`src/rtl/key_count_display_pkg.sv`:
```
package key_count_display_pkg;
  parameter int unsigned DISP_W = 4;
  typedef logic [DISP_W-1:0] disp_t;
endpackage

```
`src/rtl/sec_tick_gen.sv`:
```
module sec_tick_gen #(
  parameter int unsigned TICK_CYCLES = 125_000_000
) (
  input  logic clk_i,
  input  logic rst_ni,
  output logic tick_o
);
  generate
    if (TICK_CYCLES < 2) begin : g_every_cycle
      assign tick_o = 1'b1;
    end else begin : g_divider
      localparam int unsigned CW = $clog2(TICK_CYCLES);
      localparam logic [CW-1:0] LAST = CW'(TICK_CYCLES - 1);
      logic [CW-1:0] cnt_q;

      assign tick_o = (cnt_q == LAST);

      always_ff @(posedge clk_i or negedge rst_ni) begin
        if (!rst_ni)     cnt_q <= '0;
        else if (tick_o) cnt_q <= '0;
        else             cnt_q <= cnt_q + 1'b1;
      end
    end
  endgenerate
endmodule

```
`src/rtl/dec_digit_counter.sv`:
```
module dec_digit_counter
  import key_count_display_pkg::*;
#(
  parameter int unsigned MODULUS = 10
) (
  input  logic  clk_i,
  input  logic  rst_ni,
  input  logic  tick_i,
  output disp_t count_o
);
  localparam disp_t TOP = disp_t'(MODULUS - 1);
  disp_t count_q;

  always_ff @(posedge clk_i or negedge rst_ni) begin
    if (!rst_ni) count_q <= '0;
    else if (tick_i) count_q <= (count_q == TOP) ? '0 : count_q + 1'b1;
  end

  assign count_o = count_q;
endmodule

```
`src/rtl/key_hold_ctrl.sv`:
```
module key_hold_ctrl
  import key_count_display_pkg::*;
#(
  parameter int unsigned HOLD_TICKS = 5
) (
  input  logic  clk_i,
  input  logic  rst_ni,
  input  logic  tick_i,
  input  logic  key_valid_i,
  input  disp_t key_code_i,
  output logic  active_o,
  output disp_t key_o
);
  localparam int unsigned HW = $clog2(HOLD_TICKS + 1);
  localparam logic [HW-1:0] RELOAD = HW'(HOLD_TICKS);

  logic [HW-1:0] left_q;
  disp_t         key_q;

  // press wins over a same-edge tick: that tick is not counted
  always_ff @(posedge clk_i or negedge rst_ni) begin
    if (!rst_ni) begin
      left_q <= '0;
      key_q  <= '0;
    end else if (key_valid_i) begin
      left_q <= RELOAD;
      key_q  <= key_code_i;
    end else if (tick_i && left_q != '0) begin
      left_q <= left_q - 1'b1;
    end
  end

  assign active_o = (left_q != '0);
  assign key_o    = key_q;
endmodule

```
`src/rtl/key_count_display.sv`:
```
module key_count_display
  import key_count_display_pkg::*;
#(
  parameter int unsigned TICK_CYCLES = 125_000_000,
  parameter int unsigned HOLD_TICKS  = 5,
  parameter int unsigned MODULUS     = 10
) (
  input  logic             clk_i,
  input  logic             rst_ni,
  input  logic             key_valid_i,
  input  logic [DISP_W-1:0] key_code_i,
  output logic [DISP_W-1:0] leds_o
);
  logic  tick;
  logic  hold_active;
  disp_t count_q;
  disp_t key_q;

  sec_tick_gen #(.TICK_CYCLES(TICK_CYCLES)) u_tick (
    .clk_i (clk_i),
    .rst_ni(rst_ni),
    .tick_o(tick)
  );

  dec_digit_counter #(.MODULUS(MODULUS)) u_count (
    .clk_i  (clk_i),
    .rst_ni (rst_ni),
    .tick_i (tick),
    .count_o(count_q)
  );

  key_hold_ctrl #(.HOLD_TICKS(HOLD_TICKS)) u_hold (
    .clk_i      (clk_i),
    .rst_ni     (rst_ni),
    .tick_i     (tick),
    .key_valid_i(key_valid_i),
    .key_code_i (key_code_i),
    .active_o   (hold_active),
    .key_o      (key_q)
  );

  assign leds_o = hold_active ? key_q : count_q;
endmodule

```
`config.mk`:
```
export PLATFORM = sky130hd
export DESIGN_NAME = key_count_display
export DESIGN_NICKNAME = d
export VERILOG_FILES = /design/src/rtl/key_count_display_pkg.sv /design/src/rtl/sec_tick_gen.sv /design/src/rtl/dec_digit_counter.sv /design/src/rtl/key_hold_ctrl.sv /design/src/rtl/key_count_display.sv
export SDC_FILE = /design/constraint.sdc
export NUM_CORES = 1
export LEC_CHECK = 0
export BUFFER_PORTS_ARGS = -buffer_cell sky130_fd_sc_hd__buf_2
export CAP_MARGIN = 20
export CORE_ASPECT_RATIO = 0.7
export CORE_MARGIN = 2
export CORE_UTILIZATION = 28
export CTS_BUF_LIST = sky130_fd_sc_hd__clkbuf_16
export DETAILED_ROUTE_END_ITERATION = 6
export PLACE_DENSITY = 0.47
export SYNTH_ARGS = -nofsm -noshare
export SYNTH_HDL_FRONTEND = slang
export SYNTH_SLANG_ARGS = --single-unit
```
`constraint.sdc`:
```
create_clock -name clk_i -period 2 [get_ports clk_i]
set_clock_uncertainty 0.2 [all_clocks]
set_input_delay 0.4 -clock clk_i [delete_from_list [all_inputs] [get_ports clk_i]]
set_output_delay 0.4 -clock clk_i [all_outputs]
set_load 0.02 [all_outputs]
```
# Word-level counts from Yosys, hierarchy flattened
# Index checks and enable logic that the tools add are counted.
[totals] reg_bits=38 word_cells=17 out_inout_bits=4 in_bits=7
[op_classes] addsub=3 n_eq_ne=2 muxes=5 reduce_logical=3
[op_table] op="$add 27x1->27 const B" n=1
[op_table] op="$eq 27x27->1 const B" n=1
[op_table] op="$mux 27" n=1
[op_table] op="$mux 4" n=2
[op_table] op="$mux 3" n=2
[op_table] op="$add 4x1->4 const B" n=1
[op_table] op="$eq 4x4->1 const B" n=1
[op_table] op="$reduce_bool 3->1" n=1
[op_table] op="$sub 3x1->3 const B" n=1
[op_table] op="$reduce_bool 2->1" n=1
[op_table] op="$logic_and 1x1->1" n=1

# Depth between registers and ports, before layout
[logic_depth] word_depth=4 mapped_depth=6

# Hierarchy
# From an unflattened synthesis, not the netlist that was laid out.
[hier_totals] cells_unflattened=177 hier_area_um2=1910.6
[by_module_without_submodules] module="sec_tick_gen" area_per_inst_um2=1348.8 cells_each=132 n_inst=1
[by_module_without_submodules] module="key_hold_ctrl" area_per_inst_um2=331.6 cells_each=25 n_inst=1
[by_module_without_submodules] module="dec_digit_counter" area_per_inst_um2=185.2 cells_each=16 n_inst=1
[by_module_without_submodules] module="key_count_display" area_per_inst_um2=45.0 cells_each=4 n_inst=1

# Least setup slack after synthesis
# Ideal clock, no wire load.
[synth_timing] path_kind="register to register" startpoint="register u_tick.g_divider.cnt_q[18]" endpoint="register u_tick.g_divider.cnt_q[22]" period_less_slack_ns=1.929 path_stages_with_launch=7 path_slack_ns=0.071 setup_ns=0.125 t_arrival_ns=1.604 cell_sequence="dfrtp_1 -> nor4b_2 -> nand4_2 -> nor3_2 -> buf_4 -> nor2_1 -> mux2_2"
[synth_between] elab_chain_len=2 word_cells_on_any_way=3 cone_classes="add/sub: 1; eq/ne: 1; mux: 1"
[synth_lines] item="start: declaration" line="sec_tick_gen.sv:14" source="logic [CW-1:0] cnt_q;"
[synth_lines] item="start signal: assignment" line="sec_tick_gen.sv:21" source="else cnt_q <= cnt_q + 1'b1;"
[synth_lines] item="$add 27x1->27 or $eq 27x27->1 (tied branches)" line="sec_tick_gen.sv:21, sec_tick_gen.sv:16"
[synth_lines] item="$mux 27 (*)" line="sec_tick_gen.sv:20" source="else if (tick_o) cnt_q <= '0;"
# Mark *: on every way between the ends. The rest lies on a longest branch, timed or not.
# A chain may end at the register's enable or synchronous reset.

# Final worst setup path
[layout_timing] startpoint="register u_hold.left_q[0]" endpoint="output leds_o[2]"
[layout_between] elab_chain_len=2
[layout_lines] item="start: declaration" line="key_hold_ctrl.sv:17" source="logic [HW-1:0] left_q;"
[layout_lines] item="start signal: assignment" line="key_hold_ctrl.sv:29" source="left_q <= left_q - 1'b1;"
[layout_lines] item="$reduce_bool 3->1" line="key_hold_ctrl.sv:33" source="assign active_o = (left_q != '0);"
[layout_lines] item="$mux 4" line="key_count_display.sv:42" source="assign leds_o = hold_active ? key_q : count_q;"
[layout_lines] item="end: declaration" line="key_count_display.sv:12" source="output logic [DISP_W-1:0] leds_o"
# No other way between the ends.

==> report_table.html <==
<table>
<tr><th>Metric</th><th>Value</th></tr>
<tr><th colspan="2">Timing</th></tr>
<tr><td>Final Worst Setup Slack</td><td>-102 ps</td></tr>
<tr><td>Shortest period the worst path allows</td><td>roughly 2100 ps</td></tr>
<tr><td>Final Hold Vio Count</td><td>0</td></tr>
<tr><td>Worst Max-Slew Pin Slew</td><td>roughly 500 ps</td></tr>
<tr><td>Endpoints failing setup</td><td>5</td></tr>
<tr><td>Setup repair after global routing missed its margin</td><td>yes</td></tr>
<tr><td>Relative slew margins</td><td>66.7%</td></tr>
<tr><td>Number of max-slew violations in the final report</td><td>0</td></tr>
<tr><td>Final critical-path share of the clock period</td><td>105%</td></tr>
<tr><td>Fmax</td><td>around 0.48 GHz</td></tr>
<tr><th colspan="2">Power</th></tr>
<tr><td>Fraction of power consumed by combinational cells</td><td>4.5%</td></tr>
<tr><td>Power density cells</td><td>682 nW/µm²</td></tr>
<tr><td>Net switching power figure</td><td>333 µW</td></tr>
<tr><td>Internal cell power</td><td>about 1400 µW</td></tr>
<tr><td>Power share of the sequential group</td><td>45.3%</td></tr>
<tr><td>IR drop worst, VDD</td><td>approximately 0.36 mV</td></tr>
<tr><td>Share of power burned in the clock network</td><td>50.2%</td></tr>
<tr><td>P_leak</td><td>0.00119 µW</td></tr>
<tr><td>Total power</td><td>1730 µW</td></tr>
<tr><td>Switching part of the total</td><td>19.3%</td></tr>
<tr><th colspan="2">Floorplan</th></tr>
<tr><td>Starting density of the core</td><td>29.5%</td></tr>
<tr><td>Number of I/O pins</td><td>11</td></tr>
<tr><td>Full die area</td><td>7380 µm²</td></tr>
<tr><td>Core footprint</td><td>6370 µm²</td></tr>
<tr><td>Horizontal extent of the die</td><td>102 µm</td></tr>
<tr><td>Height of the die</td><td>72.5 µm</td></tr>
<tr><td>Standard-cell rows</td><td>24</td></tr>
<tr><th colspan="2">Drt</th></tr>
<tr><td>Wire length on met1</td><td>2250 µm</td></tr>
<tr><td>DR WL met3</td><td>roughly 110 µm</td></tr>
<tr><td>Drt wl/cell</td><td>12.7 µm</td></tr>
<tr><td>Highest metal used</td><td>met4</td></tr>
<tr><td>Number of nets with antenna violations after routing</td><td>0</td></tr>
<tr><td>Mean number of vias per cell</td><td>4.24</td></tr>
<tr><td>Number of detailed-routing iterations run before antenna repair</td><td>4</td></tr>
<tr><td>Starting DRT DRC Count</td><td>46</td></tr>
<tr><td>Via count of the routed design</td><td>between 1,000 and 1,500</td></tr>
<tr><td>Met2 wire length</td><td>1530 µm</td></tr>
<tr><td>DRC violation count after routing</td><td>0</td></tr>
<tr><td>Aggregate routed wire length</td><td>approximately 3900 µm</td></tr>
<tr><th colspan="2">Placement</th></tr>
<tr><td>Count of input and output buffers</td><td>10</td></tr>
<tr><td>Detailed placer's ending HPWL</td><td>2670 µm</td></tr>
<tr><td>Placer congestion estimate</td><td>roughly 0.75</td></tr>
<tr><th colspan="2">Setup path</th></tr>
<tr><td>Sequence of cells on the critical path</td><td>inv_2 &gt; ha_4 &gt; ha_4 &gt; mux2_4 &gt; buf_6</td></tr>
<tr><td>Delay contributed by the slowest stage of the critical path</td><td>about 390 ps</td></tr>
<tr><td>Number of gates on the worst path with buffers counted</td><td>5</td></tr>
<tr><td>Worst reg2reg startpoint</td><td>u_tick.g_divider.cnt_q[10]$_DFF_PN0_</td></tr>
<tr><td>Critical-path maximum fanout</td><td>5</td></tr>
<tr><td>Register-to-register setup slack</td><td>-20 ps</td></tr>
<tr><td>Crit Reg-Reg Endpoint</td><td>u_hold.left_q[2]$_DFFE_PN0P_</td></tr>
<tr><td>Capturing element of the worst setup path</td><td>leds_o[2]</td></tr>
<tr><td>Type of the worst setup path</td><td>reg2out</td></tr>
<tr><td>Endpoint class of the critical path</td><td>output pin</td></tr>
<tr><td>Critical path required time</td><td>1400 ps</td></tr>
<tr><td>Crit start category</td><td>flip-flop</td></tr>
<tr><td>Origin of the worst setup path</td><td>u_hold.left_q[0]$_DFFE_PN0P_</td></tr>
<tr><td>Buffers &amp; Inverters on Critical Path</td><td>2</td></tr>
<tr><td>Most used cell, CP</td><td>sky130_fd_sc_hd__ha_4</td></tr>
<tr><td>Number of cells on the worst reg-to-reg path</td><td>7</td></tr>
<tr><td>Critical path data arrival time</td><td>1500 ps</td></tr>
<tr><td>Crit-path slowest cell</td><td>sky130_fd_sc_hd__dfrtp_1</td></tr>
<tr><td>Top cell family by delay on the critical path</td><td>flip-flops</td></tr>
<tr><th colspan="2">Run status</th></tr>
<tr><td>Status</td><td>finished with violations</td></tr>
<tr><td>Violations in the final reports</td><td>negative setup slack</td></tr>
<tr><th colspan="2">Clock network</th></tr>
<tr><td>Later-pin clock latency in the skew report</td><td>280 ps</td></tr>
<tr><td>Clock Path Buffers</td><td>2</td></tr>
<tr><td>Clock root buffer master</td><td>sky130_fd_sc_hd__clkbuf_16</td></tr>
<tr><td>Total CTS buffers</td><td>5</td></tr>
<tr><td>Total clock sinks</td><td>38</td></tr>
<tr><td>Number of levels the H-tree was split into</td><td>2</td></tr>
<tr><td>CTS tree</td><td>built</td></tr>
<tr><td>Clock slew at the register clock pins of the worst setup and hold paths</td><td>about 60 ps</td></tr>
<tr><th colspan="2">Synth</th></tr>
<tr><td>Avg Inst Size Synth</td><td>11.1 µm²</td></tr>
<tr><td>Synthesized Nets</td><td>179</td></tr>
<tr><td>Main area contributors after synthesis</td><td>sky130_fd_sc_hd__dfrtp_1 51%, sky130_fd_sc_hd__xnor2_1 6.1%, sky130_fd_sc_hd__mux2_2 6.0%, sky130_fd_sc_hd__xor2_1 4.7%, sky130_fd_sc_hd__nor2_1 3.8%</td></tr>
<tr><td>Synthesized cell area</td><td>1880 µm²</td></tr>
<tr><td>Count of cell types in the netlist</td><td>35</td></tr>
<tr><td>Sequential cell area fraction in the yosys report</td><td>between 50% and 60%</td></tr>
<tr><td>Leading area contributor after synthesis</td><td>sky130_fd_sc_hd__dfrtp_1</td></tr>
<tr><td>Area share of the leading cell type in the synthesized netlist</td><td>50.7%</td></tr>
<tr><td>Synthesis-stage register bit count</td><td>38</td></tr>
<tr><td>Mapped Cells</td><td>169</td></tr>
<tr><td>Yosys warns</td><td>0</td></tr>
<tr><th colspan="2">Cells and area</th></tr>
<tr><td>Most frequent cells in the layout</td><td>38 x sky130_fd_sc_hd__dfrtp_1, 29 x sky130_fd_sc_hd__buf_4, 19 x sky130_fd_sc_hd__nor2_1, 13 x sky130_fd_sc_hd__nand3_1, 12 x sky130_fd_sc_hd__xnor2_1</td></tr>
<tr><td>Synth-to-layout area growth</td><td>35.0%</td></tr>
<tr><td>Leading cell type in the layout, fill and taps excluded</td><td>sky130_fd_sc_hd__dfrtp_1</td></tr>
<tr><td>Final core utilization</td><td>39.8%</td></tr>
<tr><td>Antenna Cells</td><td>0</td></tr>
<tr><td>Total number of nets in the final design</td><td>226</td></tr>
<tr><td>Fraction of layout cells with a size suffix above 1</td><td>a little over a third</td></tr>
<tr><td>Fill count</td><td>between 600 and 700</td></tr>
<tr><th colspan="2">Run</th></tr>
<tr><td>Number of max-cap violations</td><td>0</td></tr>
<tr><th colspan="2">Global routing</th></tr>
<tr><td>All-layer global routing usage</td><td>12.1%</td></tr>
<tr><td>Global-route wire length before repair</td><td>6800 µm</td></tr>
<tr><td>Maximum number of pins on one net before global-route repair</td><td>39</td></tr>
<tr><td>Vias in the first global route</td><td>1,313</td></tr>
<tr><td>Remaining global-route overflow</td><td>0</td></tr>
<tr><td>Number of antenna violations at the first check in global routing</td><td>0</td></tr>
<tr><th colspan="2">Worst hold path</th></tr>
<tr><td>Classification of the worst-slack hold path</td><td>in2reg</td></tr>
</table>
[per-layer routing]
metal / GRT usage [%] / up-vias
li1: - / 674
met1: 19.7 / 618
met2: 14.9 / 13
met3: 3.47 / 2
met4: 3.56 / 0
met5: 0 / -
[registers in the layout, summed over array words and instances (netlist names)]
register	count
u_tick.g_divider.cnt_q	27
u_count.count_o	4
u_hold.left_q	3
u_hold.key_o	4
[cell families (layout without fill, tap and decap cells)]
group / Yosys count / after routing / share of synthesized area (%)
and+or+nand+nor: 77 / 77 / 24.3
muxes: 14 / 14 / 8.14
DFF: 38 / 38 / 50.7
buffers and inverters: 9 / 57 / 2.07
xor gates and xnor gates: 23 / 23 / 10.7
adders and majority gates: 3 / 3 / 2.00
AOI/OAI and AO/OA: 5 / 5 / 2.07
[cell type report]
class / count / area, µm² / area share (%)
clock inverters: 3 / 37.5 / 1.48
flip-flops and latches: 38 / 951 / 37.5
multi-input cells: 122 / 952 / 37.6
well taps: 91 / 114 / 4.50
repair buffers: 43 / 330 / 13.0
clock buffers: 5 / 125 / 4.94
inverters: 6 / 22.5 / 0.889
[power groups by stage]
stage               Sequential (µW)  Clock, µW  Combinational [µW]
floorplan                       794          0                27.8
global placement                795          0                61.3
detailed placement              795          0                61.7
CTS                             782        895                79.6
global route                    782        942                85.9
finish                          782        868                78.1
[worst min-delay path by stage]
stage	startpoint	endpoint	slack (ps)	cells after the start
3_5_place_dp	u_tick.g_divider.cnt_q[25]$_DFF_PN0_	u_tick.g_divider.cnt_q[25]$_DFF_PN0_	270	1
3_3_place_gp	u_tick.g_divider.cnt_q[25]$_DFF_PN0_	u_tick.g_divider.cnt_q[25]$_DFF_PN0_	270	1
2_1_floorplan	rst_ni	u_count.count_o[0]$_DFFE_PN0N_	-100	0
4_1_cts	key_code_i[3]	u_hold.key_o[3]$_DFFE_PN0P_	150	2
6_report	key_code_i[3]	u_hold.key_o[3]$_DFFE_PN0P_	160	2
5_1_grt	key_code_i[1]	u_hold.key_o[1]$_DFFE_PN0P_	150	2
[synth_stat cells, drive strengths merged]
master	instances
xnor2	13
nand3b	1
mux2i	4
nand2b	4
nor3	3
ha	3
a31o	2
nor4bb	1
and3	4
nand3	13
mux2	10
buf	2
o21ai	1
nand4	5
nor2b	5
a211oi	1
inv	6
a22o	1
nor4	1
nor2	19
and4	5
xor2	10
and2	2
and4bb	1
nand2	10
or2	1
dfrtp	38
clkbuf	1
nand4b	1
nor4b	1
[stage by stage]
step	TNS, ps	setup WS, ps	instance area [µm²]	hold slack [ps]	cells
final	-407	-102	2530	159	308
after global placement	-180	-48.2	2230	272	294
after global routing	-796	-155	2530	149	308
after detailed placement	-96.1	-25.4	2230	271	294
after CTS	-622	-158	2460	153	304
after floorplan	0	71.0	1880	-95.6	169
[what timing repair did]
action,CTS,global route
endpoints found under the setup margin,4,13
cloned,0,1
resized for setup,15,12
setup buffers,1,3
hold buffers,1,0
pin swaps,2,4
endpoints found under the hold margin,9,0
Power figures use the tool's default switching activity.
